===== src/rtl/cs_pkg.sv =====
package cs_pkg;

  localparam int WORD_W   = 32;
  localparam int STATE_W  = 4;
  localparam int NFLAG    = 7;

  // Flag slot order inside the latched bank
  localparam int F_RANGE    = 0;
  localparam int F_ADDR     = 1;
  localparam int F_BLKLEN   = 2;
  localparam int F_ERASESEQ = 3;
  localparam int F_CRC      = 4;
  localparam int F_ILLEGAL  = 5;
  localparam int F_APPNEXT  = 6;

  // Positions of live card-state fields in the word
  localparam int POS_LOCKED   = 25;
  localparam int POS_ECC_OFF  = 14;
  localparam int POS_STATE_LO = 9;
  localparam int POS_READY    = 8;

  typedef enum logic {
    CLR_ON_READ     = 1'b0,
    CLR_ON_NEXT_CMD = 1'b1
  } clr_pol_e;

  // Bit position in the word for each latched flag slot
  function automatic int flag_pos(input int idx);
    case (idx)
      F_RANGE:    return 31;
      F_ADDR:     return 30;
      F_BLKLEN:   return 29;
      F_ERASESEQ: return 28;
      F_CRC:      return 23;
      F_ILLEGAL:  return 22;
      default:    return 5;
    endcase
  endfunction

  // Clear policy for each latched flag slot
  function automatic clr_pol_e flag_pol(input int idx);
    if (idx == F_CRC || idx == F_ILLEGAL) return CLR_ON_NEXT_CMD;
    return CLR_ON_READ;
  endfunction

  // Build the full status word from latched flags and live inputs
  function automatic logic [WORD_W-1:0] compose_word(
    input logic [NFLAG-1:0]   flags,
    input logic               locked,
    input logic               ecc_off,
    input logic               ready,
    input logic [STATE_W-1:0] st
  );
    logic [WORD_W-1:0] w;
    w = '0;
    for (int i = 0; i < NFLAG; i++) w[flag_pos(i)] = flags[i];
    w[POS_LOCKED]                 = locked;
    w[POS_ECC_OFF]                = ecc_off;
    w[POS_READY]                  = ready;
    w[POS_STATE_LO +: STATE_W]    = st;
    return w;
  endfunction

  // Pull each flag's bit back out of a word
  function automatic logic [NFLAG-1:0] extract_flags(input logic [WORD_W-1:0] w);
    logic [NFLAG-1:0] f;
    for (int i = 0; i < NFLAG; i++) f[i] = w[flag_pos(i)];
    return f;
  endfunction

  // Mask of every bit that carries a meaning
  function automatic logic [WORD_W-1:0] assigned_mask();
    return compose_word('1, 1'b1, 1'b1, 1'b1, '1);
  endfunction

endpackage


===== src/rtl/cs_flag_cell.sv =====
module cs_flag_cell
  import cs_pkg::*;
#(
  parameter clr_pol_e POLICY = CLR_ON_READ
) (
  input  logic clk,
  input  logic rst_n,
  input  logic set_i,
  input  logic shown_i,
  input  logic rsp_done_i,
  input  logic cmd_i,
  output logic clr_o,
  output logic q_o
);

  always_comb begin
    if (POLICY == CLR_ON_READ) clr_o = rsp_done_i & shown_i;
    else                       clr_o = cmd_i;
  end

  // Set wins over clear in the same cycle
  always_ff @(posedge clk) begin
    if (!rst_n)     q_o <= 1'b0;
    else if (set_i) q_o <= 1'b1;
    else if (clr_o) q_o <= 1'b0;
  end

endmodule


===== src/rtl/cs_flag_bank.sv =====
module cs_flag_bank
  import cs_pkg::*;
#(
  parameter int N = NFLAG
) (
  input  logic         clk,
  input  logic         rst_n,
  input  logic [N-1:0] set_i,
  input  logic [N-1:0] shown_i,
  input  logic         rsp_done_i,
  input  logic         cmd_i,
  output logic [N-1:0] clr_o,
  output logic [N-1:0] flags_o
);

  for (genvar g = 0; g < N; g++) begin : g_cell
    cs_flag_cell #(.POLICY(flag_pol(g))) u_cell (
      .clk        (clk),
      .rst_n      (rst_n),
      .set_i      (set_i[g]),
      .shown_i    (shown_i[g]),
      .rsp_done_i (rsp_done_i),
      .cmd_i      (cmd_i),
      .clr_o      (clr_o[g]),
      .q_o        (flags_o[g])
    );
  end

endmodule


===== src/rtl/cs_snapshot.sv =====
module cs_snapshot #(
  parameter int W = 32
) (
  input  logic         clk,
  input  logic         rst_n,
  input  logic         capture_i,
  input  logic [W-1:0] live_i,
  output logic [W-1:0] word_o
);

  always_ff @(posedge clk) begin
    if (!rst_n)         word_o <= '0;
    else if (capture_i) word_o <= live_i;
  end

endmodule


===== src/rtl/cs_status_reg.sv =====
module cs_status_reg
  import cs_pkg::*;
(
  input  logic               clk,
  input  logic               rst_n,
  input  logic               cmd_ok_i,
  input  logic               stat_req_i,
  input  logic               rsp_done_i,
  input  logic               ev_range_i,
  input  logic               ev_addr_i,
  input  logic               ev_blklen_i,
  input  logic               ev_eraseseq_i,
  input  logic               ev_crc_i,
  input  logic               ev_illegal_i,
  input  logic               app_next_i,
  input  logic               locked_i,
  input  logic               ecc_off_i,
  input  logic               ready_i,
  input  logic [STATE_W-1:0] state_i,
  output logic [WORD_W-1:0]  rsp_word_o
);

  // Named internal events for the checker
  logic                cmd_any;
  logic [NFLAG-1:0]    set_vec;
  logic [NFLAG-1:0]    shown_vec;
  logic [NFLAG-1:0]    clr_vec;
  logic [NFLAG-1:0]    flags_q;
  logic [WORD_W-1:0]   live_word;

  assign cmd_any = cmd_ok_i | stat_req_i;

  always_comb begin
    set_vec             = '0;
    set_vec[F_RANGE]    = ev_range_i;
    set_vec[F_ADDR]     = ev_addr_i;
    set_vec[F_BLKLEN]   = ev_blklen_i;
    set_vec[F_ERASESEQ] = ev_eraseseq_i;
    set_vec[F_CRC]      = ev_crc_i;
    set_vec[F_ILLEGAL]  = ev_illegal_i;
    set_vec[F_APPNEXT]  = app_next_i;
  end

  assign shown_vec = extract_flags(rsp_word_o);

  cs_flag_bank #(.N(NFLAG)) u_bank (
    .clk        (clk),
    .rst_n      (rst_n),
    .set_i      (set_vec),
    .shown_i    (shown_vec),
    .rsp_done_i (rsp_done_i),
    .cmd_i      (cmd_any),
    .clr_o      (clr_vec),
    .flags_o    (flags_q)
  );

  assign live_word = compose_word(flags_q, locked_i, ecc_off_i, ready_i, state_i);

  cs_snapshot #(.W(WORD_W)) u_snap (
    .clk       (clk),
    .rst_n     (rst_n),
    .capture_i (cmd_any),
    .live_i    (live_word),
    .word_o    (rsp_word_o)
  );

endmodule


===== config.mk =====
export PLATFORM = sky130hd
export DESIGN_NAME = cs_status_reg
export DESIGN_NICKNAME = d
export VERILOG_FILES = /design/src/rtl/cs_pkg.sv /design/src/rtl/cs_flag_cell.sv /design/src/rtl/cs_flag_bank.sv /design/src/rtl/cs_snapshot.sv /design/src/rtl/cs_status_reg.sv
export SDC_FILE = /design/constraint.sdc
export NUM_CORES = 1
export LEC_CHECK = 0
export BUFFER_PORTS_ARGS = -buffer_cell sky130_fd_sc_hd__buf_2
export CAP_MARGIN = 20
export CORE_UTILIZATION = 44
export DETAILED_ROUTE_END_ITERATION = 10
export PLACE_DENSITY = 0.87
export SLEW_MARGIN = 20
export SYNTH_ARGS = -nofsm -noshare
export SYNTH_HDL_FRONTEND = slang
export SYNTH_SLANG_ARGS = --single-unit
export TNS_END_PERCENT = 30

===== constraint.sdc =====
create_clock -name clk -period 0.99 [get_ports clk]
set_input_delay 0.099 -clock clk [delete_from_list [all_inputs] [get_ports clk]]
set_output_delay 0.099 -clock clk [all_outputs]
set_load 0.01 [all_outputs]

# Word level (Yosys, flattened, before mapping)
# Cells that the tools add are included.
# word_totals
ff_bits	21
# classes
n_mux	13
bitwise_logic	6
reduce_logical	7
# op_table
cell	count
2-bit nonzero test	7
1-bit 2-to-1 mux	13
1-bit AND	5
1-bit bitwise OR	1

# Longest topological paths before layout
# Gate-level depths: netlist of run 1.
# depth
depth_word	3
ltp_mapped	4
depth_no_buf	2

# Cells and area by module
# From an unflattened synthesis of run 1, not the netlist that was laid out.
# unflattened
hier_cells	138
hier_area_um2	1576.5
# modules_own_cells
mod	n_inst	cells_each	area_each_um2	seq_area_each_um2
cs_snapshot	1	103	1243.7	640.6
cs_flag_cell at u_bank.g_cell[0].u_cell ...	5	5	45.0	20.0
cs_flag_cell at u_bank.g_cell[4].u_cell ...	2	4	48.8	20.0
cs_status_reg	1	2	10.0	0.0

# Worst setup path after synthesis of run 1
# No wires, ideal clock.
# synth_timing
path_kind	input-to-reg
startpoint	input stat_req_i
endpoint	register u_bank.g_cell[4].u_cell.q_o
setup_ns	0.067
arrival_time_ns	0.702
required_ns	0.923
setup_slack_ns	0.221
path_stages	4
path_buffers	2
path_cell_list	or2_1 buf_6 buf_6 o21ai_2
# synth_via
elab_chain_len	2
# synth_rtl
element	line	rtl
start, declared	cs_status_reg.sv:7	input logic stat_req_i,
1-bit bitwise OR	cs_status_reg.sv:31	assign cmd_any = cmd_ok_i | stat_req_i;
2-bit nonzero test (no source line)	n/a	
end signal, assigned	cs_flag_cell.sv:23	if (!rst_n) q_o <= 1'b0;
end signal, assigned	cs_flag_cell.sv:24	else if (set_i) q_o <= 1'b1;
end signal, assigned	cs_flag_cell.sv:25	else if (clr_o) q_o <= 1'b0;
end, declared	cs_flag_cell.sv:13	output logic q_o
# No other way between the ends.
# A chain may end at the register's enable or synchronous reset.

# Worst setup path in the final report of run 1
# layout_timing
startpoint	register u_snap.word_o[5]
endpoint	output rsp_word_o[5]
# layout_lines
element	line	rtl
start, declared	cs_snapshot.sv:8	output logic [W-1:0] word_o
start signal, assigned	cs_snapshot.sv:13	else if (capture_i) word_o <= live_i;
end, declared	cs_status_reg.sv:20	output logic [WORD_W-1:0] rsp_word_o
# No word-level cell between the ends.

==> qor.yml, run 1 <==
global_routing:
  grt_pass1_wl_microns: 3060
  grt_max_degree: 36
  antenna_found_initial: 0
  grt_overflow_total: 0
  grt_pass1_vias: 726
  grt_use_total_pct: 16.6
die:
  die_area_sq_um: 2500
  pin_count: 51
  die_w_microns: 50.0
  initial_utilization_pct: 46.3
  coreArea_sq_um: 2190
  die_y_microns: 50.0
  rows: 17
sta:
  timing.fmax_mhz: 1100
  period_minus_slack_ns: 0.909
  rsz0062_at_grt: "false"
  final_max_slew_viol_count: 0
  finalSetupTns_ns: 0
  period_share_pct: 91.8
  clock_skew_ns: 0.00257
  finalHoldViolCount: 0
  finalSetupViolCount: 0
setup_path:
  critPathKind: "flip-flop to primary output"
  crit_arrival_ns: 0.81
  reg2reg_slack_ns: 0.34
  crit_family: "flip-flops"
  cpMaxStageDelayCell: "dfxtp_1"
  crit_required_ns: 0.89
  path_cells: "buf_2"
  start_kind: "flip-flop"
  max_stage_delay_ns: 0.37
  critPathCaptureType: "primary output"
  path_max_fanout: 3
  worst-path-buf-inv: 1
yosys:
  syn_inst: 115
  yosysTopAreaCellShare_pct: 41.4
  ys_seq_area_share_pct: 41.4
  yosys-top-cells-count: "24 x buf_4, 21 x dfxtp_1, 18 x nand2_1, 12 x o211ai_1, 10 x o21ai_2"
  synth.distinct_cells: 15
  synth-edff-count: 0
  synth_seq_cells: 21
  synth_most_common_cell: "buf_4"
  netlist_top_cells_area: "dfxtp_1 41%, buf_4 18%, o211ai_1 8.9%"
  synth_top_area_cell: "dfxtp_1"
  synth_area_sq_um: 1010
  yosysWarnings: 0
  ys.flop_type: "dfxtp_1"
  syn_area_per_cell_sq_um: 8.82
  synthArstFlopShare_pct: 0
clock_tree:
  clk_pin_slew_worst_paths_ns: 0.11
  post_cts_resized: 0
  cts_tree: "yes"
  worst_skew_pair.late_latency_ns: 0.29
  clock_sinks: 21
  holdBufCountCts: 2
  cts-root-buf: "clkbuf_4"
  cts.path.max_buffers: 2
  post_cts.repair.setup_buffers: 0
  htreeDepth: 1
  cts_buffers: 3
power_and_ir_drop:
  ir_worst_vdd_v: 0.000605
  power_uw: 1610
  p_leak_uw: 0.000548
  pwr_density_cell_nw_per_um2: 1400
route:
  drt_drc_violations_left: 0
  ant_nets: 0
  dr_total_vias: 811
  dr.pass1.iters: 4
  wl_per_cell_microns: 11.3
  wl_microns: 1930
  first_iter_violations: 8
  vias_per_cell: 4.74
flow_run:
  maxCapViolations: 0
cells_and_area:
  nNetsFinal: 163
  area_growth_pct: 13.4
  drive_above_1_share_pct: 34.3
  antennaDiodeCount: 0
min_path:
  hold_class: "primary input to flip-flop"
run_status:
  status: "completed"
place:
  place_congestion: 0.586
  io_buffer_count: 32
  place_hpwl_microns: 1360
[report_power, final]
group / total (uW) / internal (uW) / switching (uW)
Sequential: 931 / 901 / 29.3
Clock: 397 / 157 / 240
Combinational: 283 / 117 / 166
Total: 1610 / 1170 / 436
[through the flow]
| stage | area [sq um] | utilization (%) | instances | setup WS [ns] | hold WS, ns |
|---|---|---|---|---|---|
| final | 1150 | 52.5 | 171 | 0.0812 | 0.0495 |
| after detailed placement | 1100 | 50.4 | 165 | 0.100 | 0.302 |
| after floorplan | 1080 | - | 132 | 0.221 | 0.209 |
| after global routing | 1150 | 52.5 | 171 | 0.0229 | 0.0385 |
| after CTS | 1150 | 52.5 | 171 | 0.0657 | 0.0359 |
| after global placement | 1100 | 50.4 | 165 | 0.140 | 0.304 |
[layer usage]
layer	track usage, %	part of all wire [%]
met1	20.3	46
met2	26.4	46
met3	4.01	5.9
met4	8.57	0.99
met5	0	0
[registers in the layout (all words and copies together), names as in the netlist]
name	count
u_bank.g_cell.u_cell.q_o	7
u_snap.word_o	14
[logic make-up (layout without fill, tap and decap cells)]
group,after synthesis,count (layout),synth area share (%)
compound gates,36,36,25.0
buf+inv,36,47,23.9
flops,21,21,41.4
mux,2,2,1.97
other cells,1,18,0.370
simple gates,19,19,7.27
[tightest hold or removal path, cell delays in order]
cell,delay (ns)
buf_2,0.10
inv_1,0.04
a31oi_1,0.06
[layout make-up]
class                      count  area [sq um]
clock buffer                   4          26.3
fill                         192          1040
inverter                       5          18.8
multi-input combinational     75           415
sequential                    21           420
tap                           28          35.0
timing repair buffer          38           235
[path summary, 6_finish.rpt]
check / from / to / cells past startpoint
setup / recovery: u_snap.word_o[5] / rsp_word_o[5] / 1
hold / removal: ev_range_i / u_bank.g_cell[0].u_cell.q_o / 3
setup reg to reg: u_bank.g_cell[3].u_cell.q_o / u_bank.g_cell[3].u_cell.q_o / 2
hold reg to reg: u_snap.word_o[8] / u_snap.word_o[8] / 2
[cells in the final DEF (no fill, tap or decap), drive strengths merged]
| cell type | synthesis | layout |
|---|---|---|
| dfxtp | 21 | 21 |
| nand2 | 18 | 18 |
| or2 | 1 | 1 |
| clkbuf | 2 | 4 |
| conb | 1 | 18 |
| o21ai | 19 | 19 |
| buf | 29 | 36 |
| o211ai | 12 | 12 |
| a31oi | 5 | 5 |
| inv | 5 | 5 |
| dlygate4sd3 | 0 | 2 |
| mux2i | 2 | 2 |
No activity file was read; power rests on OpenSTA's default activity.
==> run 2, diff against run 1 <==
- BUFFER_PORTS_ARGS: -buffer_cell sky130_fd_sc_hd__buf_2 -> unset
- CORE_UTILIZATION: 44 -> 55
- DONT_BUFFER_PORTS: unset -> 1
- PLACE_DENSITY: 0.87 -> 0.79
==> run 2 against run 1 <==
- the flow now finishes with violations (hold timing)
- combinational power fell by 44%
- via count fell by 13%
- flip-flop and latch count did not move
- global-route usage rose by 1.4 points
- die area fell by 19%
- worst setup slack improved by 0.083 ns
- maximum frequency rose by 10%
- critical path depth fell by 1
- largest power group unchanged
- highest routed layer unchanged
==> qor.yml, run 2 (same netlist as run 1, synthesis figures left out) <==
setup_path:
  start_kind: "flip-flop"
  critPathCaptureType: "primary output"
  path_max_fanout: 3
  crit_required_ns: 0.89
  r2r-end: "u_bank.g_cell[3].u_cell.q_o"
  crit_arrival_ns: 0.73
  r2r_cells: 2
  reg2reg_from: "u_bank.g_cell[3].u_cell.q_o"
  reg2reg_slack_ns: 0.29
  critPathKind: "flip-flop to primary output"
power_and_ir_drop:
  p_leak_uw: 0.000407
  pwr_density_cell_nw_per_um2: 1520
  ir_worst_vdd_v: 0.000758
route:
  ant_nets: 0
  drt_drc_violations_left: 0
  vias_per_cell: 5.06
  dr.pass1.iters: 2
  dr_total_vias: 704
  first_iter_violations: 7
  wl_microns: 1710
  wl_per_cell_microns: 12.3
min_path:
  min_from: "rst_n"
  worst_hold_path.num_cells: 2
  hold_class: "primary input to flip-flop"
  whs_endpoint: "u_bank.g_cell[5].u_cell.q_o"
cells_and_area:
  top_regs: "u_snap.word_o: 14 flops, u_bank.g_cell.u_cell.q_o: 7 flops"
  final_cell_mix: "21 x dfxtp_1, 18 x nand2_1, 18 x conb_1"
  nNetsFinal: 134
  antennaDiodeCount: 0
  post-route-util_pct: 57.8
  final_common_cell: "dfxtp_1"
  regMostFlops: "u_snap.word_o"
  largest_reg_flops: 14
  area_growth_pct: -1.73
  drive_above_1_share_pct: 13.2
flow_run:
  maxCapViolations: 0
sta:
  finalHoldViolCount: 21
  clock_skew_ns: 0.00274
  finalSetupTns_ns: 0
  hold-worst-slack_ns: -0.0702
  finalSetupViolCount: 0
  rsz0062_at_grt: "false"
  period_minus_slack_ns: 0.826
  period_share_pct: 83.4
  final_max_slew_viol_count: 0
  timing.fmax_mhz: 1210
clock_tree:
  cts-root-buf: "clkbuf_4"
  worst_skew_pair.late_latency_ns: 0.30
  htreeDepth: 1
  cts.path.max_buffers: 2
  cts_buffers: 3
  cts_tree: "yes"
  holdBufCountCts: 7
  post_cts.repair.setup_buffers: 0
  clk_pin_slew_worst_paths_ns: 0.11
  clock_sinks: 21
place:
  place_hpwl_microns: 1220
  place_congestion: 0.573
  io_buffer_count: 0
die:
  die_area_sq_um: 2020
  coreArea_sq_um: 1730
  pin_count: 51
  initial_utilization_pct: 58.8
  die_w_microns: 45.0
  die_y_microns: 45.0
  rows: 15
global_routing:
  grt_max_degree: 36
  grt_pass1_wl_microns: 2550
  grt_use_total_pct: 18.0
  antenna_found_initial: 0
  grt_overflow_total: 0
  grt_pass1_vias: 633
run_status:
  violations: "hold timing"
  status: "complete, but fails checks"
[run 2: repair_timing]
action / CTS / global route
hold endpoints to repair: 21 / 21
endpoints found under the setup margin: 0 / 0
resized for setup: 0 / 0
[run 2: stage by stage]
stage                     hold slack, ns  cells  setup WS [ns]  power [uW]  area (sq um)
after CTS                        -0.0853    139          0.148        1530           997
after global placement             0.213    128          0.217        1100           901
after floorplan                    0.209    132          0.221        1180          1080
after global routing             -0.0917    139          0.122        1590           997
after detailed placement           0.214    128          0.180        1110           901
final                            -0.0702    139          0.164        1510           997
[run 2: cell type report]
type | count | area, sq um
clock buffer | 4 | 26.3
multi-input combinational | 75 | 415
tap | 25 | 31.3
sequential | 21 | 420
inverter | 5 | 18.8
timing repair buffer | 9 | 85.1
fill | 173 | 729
[run 2: worst max path at each step]
| stage | endpoint | start | depth (start not counted) |
|---|---|---|---|
| 2_1_floorplan | u_bank.g_cell[4].u_cell.q_o | stat_req_i | 4 |
| 3_3_place_gp | u_snap.word_o[25] | stat_req_i | 3 |
| 3_5_place_dp | u_snap.word_o[12] | stat_req_i | 3 |
| 4_1_cts | rsp_word_o[30] | u_snap.word_o[30] | 0 |
| 5_1_grt | rsp_word_o[29] | u_snap.word_o[29] | 0 |
| 6_report | rsp_word_o[28] | u_snap.word_o[28] | 0 |
[run 2: report_power, final]
group          switching (uW)  leakage, uW  internal [uW]
sequential               52.0     0.000174            901
combinational            91.4     0.000218           67.4
clock                     242    0.0000150            157
[run 2: routing by layer]
layer | up-vias | part of all wire, % | global-route usage [%]
met5 | - | 0 | 0
met4 | 0 | 1.5 | 10.9
met3 | 4 | 7.5 | 5.20
met2 | 33 | 48 | 27.8
met1 | 317 | 43 | 22.0
li1 | 350 | - | -
